## src/rtl/mcc_pkg.sv

```systemverilog
package mcc_pkg;

    typedef enum logic [2:0] {
        ST_IDLE,
        ST_SEARCH,
        ST_CAPTURE,
        ST_RING,
        ST_REWIND
    } mcc_state_e;

    typedef enum logic [1:0] {
        XPT_PLAY   = 2'b00,
        XPT_REWIND = 2'b10,
        XPT_STOP   = 2'b11
    } xpt_code_e;

    typedef struct packed {
        logic done;
        logic fail;
    } run_result_t;

    localparam int NUM_CHAN = 2;

    function automatic xpt_code_e xpt_of(mcc_state_e s);
        case (s)
            ST_IDLE:   return XPT_STOP;
            ST_REWIND: return XPT_REWIND;
            default:   return XPT_PLAY;
        endcase
    endfunction

endpackage

```

## src/rtl/mcc_strobe_sel.sv

```systemverilog
module mcc_strobe_sel
    import mcc_pkg::*;
(
    input  logic clk,
    input  logic rst,
    input  logic chan_sel,
    input  logic wclk_left,
    input  logic wclk_right,
    output logic strb
);
    logic [NUM_CHAN-1:0] wclk_v;
    logic [NUM_CHAN-1:0] prev_q;
    logic [NUM_CHAN-1:0] rise;

    assign wclk_v = {wclk_right, wclk_left};

    always_ff @(posedge clk) begin
        if (rst) prev_q <= '0;
        else     prev_q <= wclk_v;
    end

    for (genvar c = 0; c < NUM_CHAN; c++) begin : g_edge
        assign rise[c] = wclk_v[c] & ~prev_q[c];
    end

    assign strb = rise[chan_sel];

endmodule

```

## src/rtl/mcc_marker_match.sv

```systemverilog
module mcc_marker_match #(
    parameter int SW         = 16,
    parameter int MARKER_LEN = 42,
    parameter int PREFIX_LEN = 4,
    localparam int MAW = $clog2(MARKER_LEN),
    localparam int HCW = $clog2(MARKER_LEN + 1)
) (
    input  logic           clk,
    input  logic           rst,
    input  logic           mk_we,
    input  logic [MAW-1:0] mk_addr,
    input  logic [SW-1:0]  mk_wdata,
    input  logic           shift_en,
    input  logic           clr,
    input  logic [SW-1:0]  sample,
    output logic           eval_q,
    output logic           match_q
);
    logic [SW-1:0]         marker [MARKER_LEN];
    logic [SW-1:0]         hist   [MARKER_LEN];
    logic [HCW-1:0]        hist_cnt;
    logic [MARKER_LEN-1:0] eq_vec;
    logic                  prefix_eq;
    logic                  rest_eq;
    logic                  new_q;
    logic                  chk_q;
    logic                  quick_q;

    always_ff @(posedge clk) begin
        if (rst) begin
            for (int i = 0; i < MARKER_LEN; i++) marker[i] <= '0;
        end else if (mk_we && (int'(mk_addr) < MARKER_LEN)) begin
            marker[mk_addr] <= mk_wdata;
        end
    end

    // hist[0] holds the newest sample
    always_ff @(posedge clk) begin
        if (rst || clr) begin
            for (int i = 0; i < MARKER_LEN; i++) hist[i] <= '0;
            hist_cnt <= '0;
        end else if (shift_en) begin
            hist[0] <= sample;
            for (int i = 1; i < MARKER_LEN; i++) hist[i] <= hist[i-1];
            if (hist_cnt != HCW'(MARKER_LEN)) hist_cnt <= hist_cnt + 1'b1;
        end
    end

    for (genvar i = 0; i < MARKER_LEN; i++) begin : g_cmp
        assign eq_vec[i] = (marker[i] == hist[MARKER_LEN-1-i]);
    end

    assign prefix_eq = &eq_vec[MARKER_LEN-1 -: PREFIX_LEN];
    assign rest_eq   = &eq_vec[MARKER_LEN-PREFIX_LEN-1:0];

    always_ff @(posedge clk) begin
        if (rst || clr) begin
            new_q   <= 1'b0;
            chk_q   <= 1'b0;
            quick_q <= 1'b0;
            eval_q  <= 1'b0;
            match_q <= 1'b0;
        end else begin
            new_q   <= shift_en;
            chk_q   <= new_q;
            quick_q <= new_q && (hist_cnt >= HCW'(PREFIX_LEN)) && prefix_eq;
            eval_q  <= chk_q;
            match_q <= chk_q && quick_q && (hist_cnt == HCW'(MARKER_LEN)) && rest_eq;
        end
    end


    match_after_prefix_chk: assert property (@(posedge clk) disable iff (rst)
        match_q |-> $past(quick_q));


    match_only_on_eval_chk: assert property (@(posedge clk) disable iff (rst)
        match_q |-> eval_q);

endmodule

```

## src/rtl/mcc_seq_ctrl.sv

```systemverilog
module mcc_seq_ctrl
    import mcc_pkg::*;
#(
    parameter int SW         = 16,
    parameter int CAP_DEPTH  = 65536,
    parameter int TMO_W      = 24,
    parameter int REWIND_CYC = 8,
    localparam int CAW = (CAP_DEPTH > 1) ? $clog2(CAP_DEPTH) : 1,
    localparam int RCW = (REWIND_CYC > 1) ? $clog2(REWIND_CYC) : 1
) (
    input  logic             clk,
    input  logic             rst,
    input  logic             start,
    input  logic             interactive,
    input  logic             user_stop,
    input  logic [TMO_W-1:0] timeout_len,
    input  logic             strb,
    input  logic [SW-1:0]    sample,
    input  logic             eval_q,
    input  logic             match_q,
    output mcc_state_e       state,
    output logic             idle,
    output logic             clr,
    output logic             cap_we,
    output logic [CAW-1:0]   cap_addr,
    output logic [SW-1:0]    cap_wdata,
    output run_result_t      result
);
    localparam logic [CAW-1:0] LAST_ADDR = CAW'(CAP_DEPTH - 1);
    localparam logic [RCW-1:0] REW_LOAD  = RCW'(REWIND_CYC - 1);

    logic [TMO_W-1:0] tmo_cnt;
    logic [CAW-1:0]   wr_ptr;
    logic [RCW-1:0]   rew_cnt;
    run_result_t      pend;

    assign idle = (state == ST_IDLE);
    assign clr  = idle && start;

    always_ff @(posedge clk) begin
        if (rst) begin
            state     <= ST_IDLE;
            tmo_cnt   <= '0;
            wr_ptr    <= '0;
            rew_cnt   <= '0;
            pend      <= '0;
            result    <= '0;
            cap_we    <= 1'b0;
            cap_addr  <= '0;
            cap_wdata <= '0;
        end else begin
            cap_we <= 1'b0;
            case (state)
                ST_IDLE: begin
                    if (start) begin
                        state   <= interactive ? ST_RING : ST_SEARCH;
                        tmo_cnt <= timeout_len;
                        wr_ptr  <= '0;
                        pend    <= '0;
                        result  <= '0;
                    end
                end
                ST_SEARCH: begin
                    if (strb) tmo_cnt <= (tmo_cnt == '0) ? '0 : tmo_cnt - 1'b1;
                    if (eval_q) begin
                        if (match_q) begin
                            state <= ST_CAPTURE;
                        end else if (tmo_cnt == '0) begin
                            state   <= ST_REWIND;
                            rew_cnt <= REW_LOAD;
                            pend    <= '{done: 1'b0, fail: 1'b1};
                        end
                    end
                end
                ST_CAPTURE: begin
                    if (strb) begin
                        cap_we    <= 1'b1;
                        cap_addr  <= wr_ptr;
                        cap_wdata <= sample;
                        if (wr_ptr == LAST_ADDR) begin
                            state   <= ST_REWIND;
                            rew_cnt <= REW_LOAD;
                            pend    <= '{done: 1'b1, fail: 1'b0};
                        end else begin
                            wr_ptr <= wr_ptr + 1'b1;
                        end
                    end
                end
                ST_RING: begin
                    if (user_stop) begin
                        state   <= ST_REWIND;
                        rew_cnt <= REW_LOAD;
                        pend    <= '{done: 1'b1, fail: 1'b0};
                    end else if (strb) begin
                        cap_we    <= 1'b1;
                        cap_addr  <= wr_ptr;
                        cap_wdata <= sample;
                        wr_ptr    <= (wr_ptr == LAST_ADDR) ? '0 : wr_ptr + 1'b1;
                    end
                end
                ST_REWIND: begin
                    if (rew_cnt == '0) begin
                        state  <= ST_IDLE;
                        result <= pend;
                    end else begin
                        rew_cnt <= rew_cnt - 1'b1;
                    end
                end
                default: state <= ST_IDLE;
            endcase
        end
    end


    done_fail_excl_chk: assert property (@(posedge clk) disable iff (rst)
        !(result.done && result.fail));


    result_hold_chk: assert property (@(posedge clk) disable iff (rst)
        (state inside {ST_SEARCH, ST_CAPTURE, ST_RING}) |=> $stable(result));


    fail_after_timeout_chk: assert property (@(posedge clk) disable iff (rst)
        $rose(result.fail) |-> (tmo_cnt == '0));


    write_on_strobe_chk: assert property (@(posedge clk) disable iff (rst)
        cap_we |-> $past(strb));

endmodule

```

## src/rtl/marker_capture_ctrl.sv

```systemverilog
module marker_capture_ctrl
    import mcc_pkg::*;
#(
    parameter int SW         = 16,
    parameter int MARKER_LEN = 42,
    parameter int PREFIX_LEN = 4,
    parameter int CAP_DEPTH  = 65536,
    parameter int TMO_W      = 24,
    parameter int REWIND_CYC = 8,
    localparam int MAW = $clog2(MARKER_LEN),
    localparam int CAW = (CAP_DEPTH > 1) ? $clog2(CAP_DEPTH) : 1
) (
    input  logic             clk,
    input  logic             rst,
    input  logic             chan_sel,
    input  logic             wclk_left,
    input  logic             wclk_right,
    input  logic [SW-1:0]    sample_in,
    input  logic             start,
    input  logic             interactive,
    input  logic             user_stop,
    input  logic [TMO_W-1:0] timeout_len,
    input  logic             mk_we,
    input  logic [MAW-1:0]   mk_addr,
    input  logic [SW-1:0]    mk_wdata,
    output logic             cap_we,
    output logic [CAW-1:0]   cap_addr,
    output logic [SW-1:0]    cap_wdata,
    output logic [1:0]       transport,
    output logic             busy,
    output logic             done,
    output logic             fail
);
    logic        strb;
    logic        eval_q;
    logic        match_q;
    logic        idle;
    logic        clr;
    mcc_state_e  state;
    run_result_t result;

    mcc_strobe_sel u_strobe (
        .clk        (clk),
        .rst        (rst),
        .chan_sel   (chan_sel),
        .wclk_left  (wclk_left),
        .wclk_right (wclk_right),
        .strb       (strb)
    );

    mcc_marker_match #(
        .SW         (SW),
        .MARKER_LEN (MARKER_LEN),
        .PREFIX_LEN (PREFIX_LEN)
    ) u_match (
        .clk      (clk),
        .rst      (rst),
        .mk_we    (mk_we && idle),
        .mk_addr  (mk_addr),
        .mk_wdata (mk_wdata),
        .shift_en (strb && (state == ST_SEARCH)),
        .clr      (clr),
        .sample   (sample_in),
        .eval_q   (eval_q),
        .match_q  (match_q)
    );

    mcc_seq_ctrl #(
        .SW         (SW),
        .CAP_DEPTH  (CAP_DEPTH),
        .TMO_W      (TMO_W),
        .REWIND_CYC (REWIND_CYC)
    ) u_ctrl (
        .clk         (clk),
        .rst         (rst),
        .start       (start),
        .interactive (interactive),
        .user_stop   (user_stop),
        .timeout_len (timeout_len),
        .strb        (strb),
        .sample      (sample_in),
        .eval_q      (eval_q),
        .match_q     (match_q),
        .state       (state),
        .idle        (idle),
        .clr         (clr),
        .cap_we      (cap_we),
        .cap_addr    (cap_addr),
        .cap_wdata   (cap_wdata),
        .result      (result)
    );

    assign transport = xpt_of(state);
    assign busy      = !idle;
    assign done      = result.done;
    assign fail      = result.fail;


    rewind_before_idle_chk: assert property (@(posedge clk) disable iff (rst)
        $fell(busy) |-> ($past(transport) == XPT_REWIND));

endmodule

```

## config.mk

```make
export PLATFORM = sky130hd
export DESIGN_NAME = marker_capture_ctrl
export DESIGN_NICKNAME = d
export VERILOG_FILES = /design/src/rtl/mcc_pkg.sv /design/src/rtl/mcc_strobe_sel.sv /design/src/rtl/mcc_marker_match.sv /design/src/rtl/mcc_seq_ctrl.sv /design/src/rtl/marker_capture_ctrl.sv
export SDC_FILE = /design/constraint.sdc
export NUM_CORES = 2
export LEC_CHECK = 0
export BUFFER_PORTS_ARGS = -buffer_cell sky130_fd_sc_hd__buf_2
export CAP_MARGIN = 20
export CORE_ASPECT_RATIO = 1.75
export CORE_UTILIZATION = 45
export DETAILED_ROUTE_END_ITERATION = 10
export PLACE_DENSITY_LB_ADDON = 0.05
export SYNTH_ARGS = -nofsm -noshare
export SYNTH_HDL_FRONTEND = slang
export SYNTH_HIERARCHICAL = 1
export SYNTH_SLANG_ARGS = --single-unit
```

## constraint.sdc

```tcl
create_clock -name clk -period 28 [get_ports clk]
set_input_delay 5.6 -clock clk [delete_from_list [all_inputs] [get_ports clk]]
set_output_delay 5.6 -clock clk [all_outputs]
set_load 0.005 [all_outputs]
```

Word level (Yosys, flattened, before mapping)
Memory sizes are Yosys's and may differ from the RTL's.
Cells that the tools add are included.

storage, ports and cells
  register bits after elaboration = 96
  latch bits = 0
  memory bits (writable) = 1344
  memory bits (read-only) = 0
  input port bits = 71
  output and inout port bits = 38
  word-level logic and storage cells = 273
  memories kept = 2

memories
  memory          words  bits a word  rd ports  clocked after memory_dff  write ports  line                    source
  u_match.hist    42     16           42        0                         42           mcc_marker_match.sv:20  logic [SW-1:0] hist [MARKER_LEN];
  u_match.marker  42     16           42        0                         42           mcc_marker_match.sv:19  logic [SW-1:0] marker [MARKER_LEN];

operators by class
  add/sub/neg operators = 4
  multiply operators = 0
  divide/modulo/power cells = 0
  magnitude comparators = 3
  equal/unequal tests = 63
  shift operators = 0
  muxes and demuxes = 106
  bitwise operators = 46
  reduce and logical (&&, ||, !) cells = 31

operator list
  cell                                                   number
  2-to-1 mux 16 bit                                      53
  equality test 16 bit                                   42
  2-to-1 mux 24 bit                                      3
  one-hot mux 16 bit (2 select lines)                    2
  one-hot mux 16 bit (3 select lines)                    1
  one-hot mux 24 bit (2 select lines)                    1
  2-to-1 mux 3 bit                                       15
  bitwise OR 1 bit                                       42
  AND reduction 38 bit                                   1
  zero test 24 bit                                       1
  subtractor 24 x 1 -> 24 bit, second input constant     1
  2-to-1 mux 2 bit                                       9
  inequality test 2 bit, second input constant           9
  adder 16 x 1 -> 16 bit, second input constant          1
  equality test 16 bit, second input constant            1
  AND reduction 8 bit                                    2
  OR reduction 16 bit                                    1
  2-to-1 mux 1 bit                                       15
  one-hot mux 3 bit (5 select lines)                     1
  one-hot mux 3 bit (4 select lines)                     1
  logical AND 1 bit                                      9
  inequality test 2 x 1 -> 1 bit, second input constant  4
  one-hot mux 2 bit (2 select lines)                     2
  one-hot mux 2 bit (4 select lines)                     1
  other kinds (26)                                       35

Longest topological paths before layout
  depth after elaboration = 9
  mapped depth = 12
  depth with buffers taken out = 9

Modules after synthesis
The synthesis kept the hierarchy.

modules (own cells, without submodules)
  module               instances  cells each  area an instance (um^2)  sequential area each (um^2)
  mcc_marker_match     1          4233        58921.5                  40578.9
  mcc_seq_ctrl         1          530         4277.9                   1661.6
  mcc_strobe_sel       1          7           73.8                     40.0
  marker_capture_ctrl  1          5           31.3                     0.0

Least setup slack after synthesis
OpenSTA, ideal clock, no wires.

  kind = in2reg
  start = input port wclk_left
  end = memory u_match.hist[0][0], enable pin
  arrival time = 21.168 ns
  data required time = 26.917 ns
  slack = 5.749 ns
  stages on the path = 6
  buffers on the path = 2
  cell sequence = inv_1 > o32ai_2 > and4bb_2 > clkbuf_1 > clkbuf_1 > or3_1

RTL lines
  item         line                       source
  from (decl)  marker_capture_ctrl.sv:16  input logic wclk_left,
  to (decl)    mcc_marker_match.sv:20

==> reports/qor.yml <==
run_status: "finished, violations left"
violations: "antenna rules"
cts.path.max_buffers: 3
routed_wire_length_per_instance_um: 44.6
fp.dieH_um: 498
worst-setup-path-type: "in -> reg"
clock_tree.htree_level_count: 4
final_cell_area_um2: 70700
power.static_leakage_nw: 27.9
synth_enable_flop_cells: 1344
cts_setup_buffers: 0
fin_hold_ws_ns: 0.452
vias_in_the_first_global_route: 40500
port_buffers: 108
drv_cap: 0
postRouteWirelength_um: 304000
yosysTopAreaCellShare: 0.638
setup_violations: 0
fin_worst_skew_ns: 0.0320
power.ir.vdd_worst_uv: 63.7
synth.top_cells.by_area: "edfxtp_1 64%, and2_1 7.9%, and3_1 5.4%, xnor2_1 3.7%, dfxtp_1 3.0%"
syn-num-nets: 4854
tritoncts: "yes"
clock_tree.root_cell: "clkbuf_16"
worstMarginPinSlew_ns: 1.37
area.growth.synth_to_final_pct: 11.7
cts_hold_repair.buffers: 0
power.share.switching: 0.325
reg2reg_depth: 7
p_int_mw: 3.95
power.total_mw: 5.86
design.die.area_um2: 142000
ys_ff_latch: 1440
nNetsFinal: 4914
detailedRoute.firstIterationViolations: 6829
final_period_minus_worst_setup_slack_ns: 9.88
area_taken_by_multi_input_logic_gates_um2: 19200
post_synth_inst_count: 4775
power.share.clock: 0.338
p_comb_frac: 0.156
slew_headroom: 0.0863
pin_count: 109
floorplan.die.width_um: 286
final_core_utilization: 0.508
filler_cell_count_in_the_final_layout: 12100
route.detailed.drc: 0
place_area_um2: 65900
grt_max_degree: 209
grt_overflow: 0
sequential_standard_cell_area_um2: 42300
timing.final.hold_violations: 0
coreArea_um2: 139000
antenna_left: 1
row_cnt: 181
rsz0062_at_grt: "no"
clkSlewWorstSetupHoldPaths_ns: 0.06
max_clock_freq_ghz: 0.101
antenna_found_initial: 64
num_clock_sinks: 1440
asyncSetResetFlopFracSynth: 0
post_synth_num_cell_types: 87
final_max_slew_viol_count: 0
crit_reg_reg_startpoint: "u_match/hist[2][33]"
layout-drive-gt1-share: 0.104
worst_ep_required_time_ns: 28.42
first_pass_grt_wire_length_um: 390000
cts_made_buffers: 143
globalRouteTotalUtil: 0.425
netlist_area_um2: 63300
synth-seq-area-share: 0.668
post-route-period-util: 0.353
worstPathArrival_ns: 10.30
critical_path.startpoint: "wclk_left"
synthFlopType: "edfxtp_1"
viasPerCell: 6.30
vias: 42900
postSynthAreaPerCell_um2: 13.3
worstSetupStartpointType: "input port"
worst_skew_pair.late_latency_ns: 0.80
floorplan.initialDensity: 0.455
min_delay_path_depth: 2
post_cts_resize_count: 0
setup-tns-final_ns: 0
power.density_nw_per_um2: 82.8
drt_pre_antenna_iters: 8
seqPwrFrac: 0.506
worst_min_delay_path_startpoint: "u_ctrl/cap_wdata[8]"
kind_of_end_point_of_the_critical_path: "register"
net-switching-power_mw: 1.90
synth.largest_area_cell: "edfxtp_1"
dpl.hpwl_um: 210000
path_max_fanout: 152
yosysWarningCount: 6
min-delay-path-class: "reg -> reg"
place.gp.congestion: 1.07
sequential cells by signal, summed over array words and instances, names as in the netlist, 2 cells and up:
name,flops
u_ctrl/cap_addr,16
u_ctrl/cap_wdata,16
u_ctrl/pend,2
u_ctrl/result,2
u_ctrl/rew_cnt,3
u_ctrl/state,3
u_ctrl/tmo_cnt,24
u_ctrl/wr_ptr,16
u_match/hist,672
u_match/hist_cnt,6
u_match/marker,672
u_strobe/prev_q,2
critical path, stage by stage:
cell and delay, ns:
buf_2 0.08, inv_1 0.06, o32ai_2 0.57, and4bb_4 0.80
or3_4 0.79, buf_12 0.61, buf_4 0.67, buf_4 0.69
cell usage in the layout (no fill, tap or decap), types with 13 or more instances in the layout:
| master | instances |
|---|---|
| a21oi_1 | 58 |
| inv_1 | 226 |
| nand2_1 | 107 |
| nor4_2 | 13 |
| buf_4 | 103 |
| o2111ai_1 | 16 |
| clkinv_1 | 31 |
| a2111oi_0 | 14 |
| diode_2 | 41 |
| nor2_1 | 86 |
| nor4_1 | 94 |
| a22o_1 | 21 |
| bufinv_16 | 14 |
| dfxtp_1 | 96 |
| nand2b_1 | 45 |
| clkbuf_16 | 147 |
| o2bb2ai_1 | 42 |
| xnor2_1 | 265 |
| xor2_1 | 202 |
| and2_1 | 795 |
| clkinv_2 | 25 |
| edfxtp_1 | 1344 |
| nand4_1 | 105 |
| a221oi_1 | 28 |
| buf_2 | 93 |
| or2_2 | 45 |
| nor3_1 | 23 |
| nor2b_1 | 33 |
| clkbuf_1 | 23 |
| nand3_1 | 32 |
| o22ai_1 | 66 |
| and3_1 | 546 |
cells in the mapped netlist (all sizes together) (4+ instances only):
master,number
nand2,107
nor2,97
a221oi,28
ha,8
buf,18
inv,226
xnor2,266
edfxtp,1344
a211oi,8
nor3,30
xor2,203
nor4,107
a22o,21
a221o,4
nor2b,33
o22ai,66
a2111oi,20
clkbuf,273
o21ai,11
nand3,33
a31oi,7
o221ai,4
a2bb2oi,5
nand4,105
a22oi,12
nor4b,4
nand3b,5
and3,547
and4,5
a32oi,11
o2111ai,16
or3,7
o211ai,4
nor3b,5
nand2b,46
a21oi,59
o2bb2ai,42
or2,46
dfxtp,96
and2,795
or4,6
a2111o,6
worst paths after layout:
check / endpoint / slack, ns
worst min-delay path: u_ctrl/cap_wdata[8] / 0.45
worst max-delay path: u_match/hist[1][208] / 18.12
worst max register to register: u_match/match_q / 22.14
worst min register to register: u_ctrl/cap_wdata[8] / 0.45
layout make-up:
class                   count  share of cell area
well taps                1830              0.0324
multi-input cells        2818               0.271
flip-flops and latches   1440               0.598
repair buffers            206              0.0199
clock inverters            86              0.0121
inverters                 226              0.0120
clock buffers             170              0.0532
diodes                     41             0.00145
power groups by stage:
| stage | Sequential [mW] | Clock, mW | Combinational (mW) |
|---|---|---|---|
| after CTS | 2.94 | 2.00 | 0.882 |
| after global placement | 2.99 | 0 | 0.878 |
| after floorplan | 2.88 | 0 | 0.453 |
| after global routing | 2.95 | 2.06 | 0.919 |
| after detailed placement | 2.99 | 0 | 0.880 |
| final | 2.96 | 1.98 | 0.914 |
metrics by stage:
stage,worst slack (ns),cells
final,18.12,6817
after global routing,18.01,6779
after CTS,18.00,6771
after detailed placement,17.16,6515
after global placement,17.18,6512
after floorplan,5.75,4775
logic make-up after synthesis:
kind of cell	synth area share
and+or+nand+nor	0.191
xor gates and xnor gates	0.0649
AOI/OAI and AO/OA	0.0424
muxes	0.000830
adders and majority gates	0.00158
buffers and inverters	0.0316
DFF	0.668
layer usage:
layer	wire [um]	global-route usage	share of wire	up-vias
met3	24000	0.0717	0.079	882
met1	98800	0.467	0.32	21800
met5	100	0	0.00033	-
li1	-	-	-	17400
met2	143000	0.678	0.47	2874
met4	38600	0.442	0.13	14
Power figures use the tool's default switching activity.
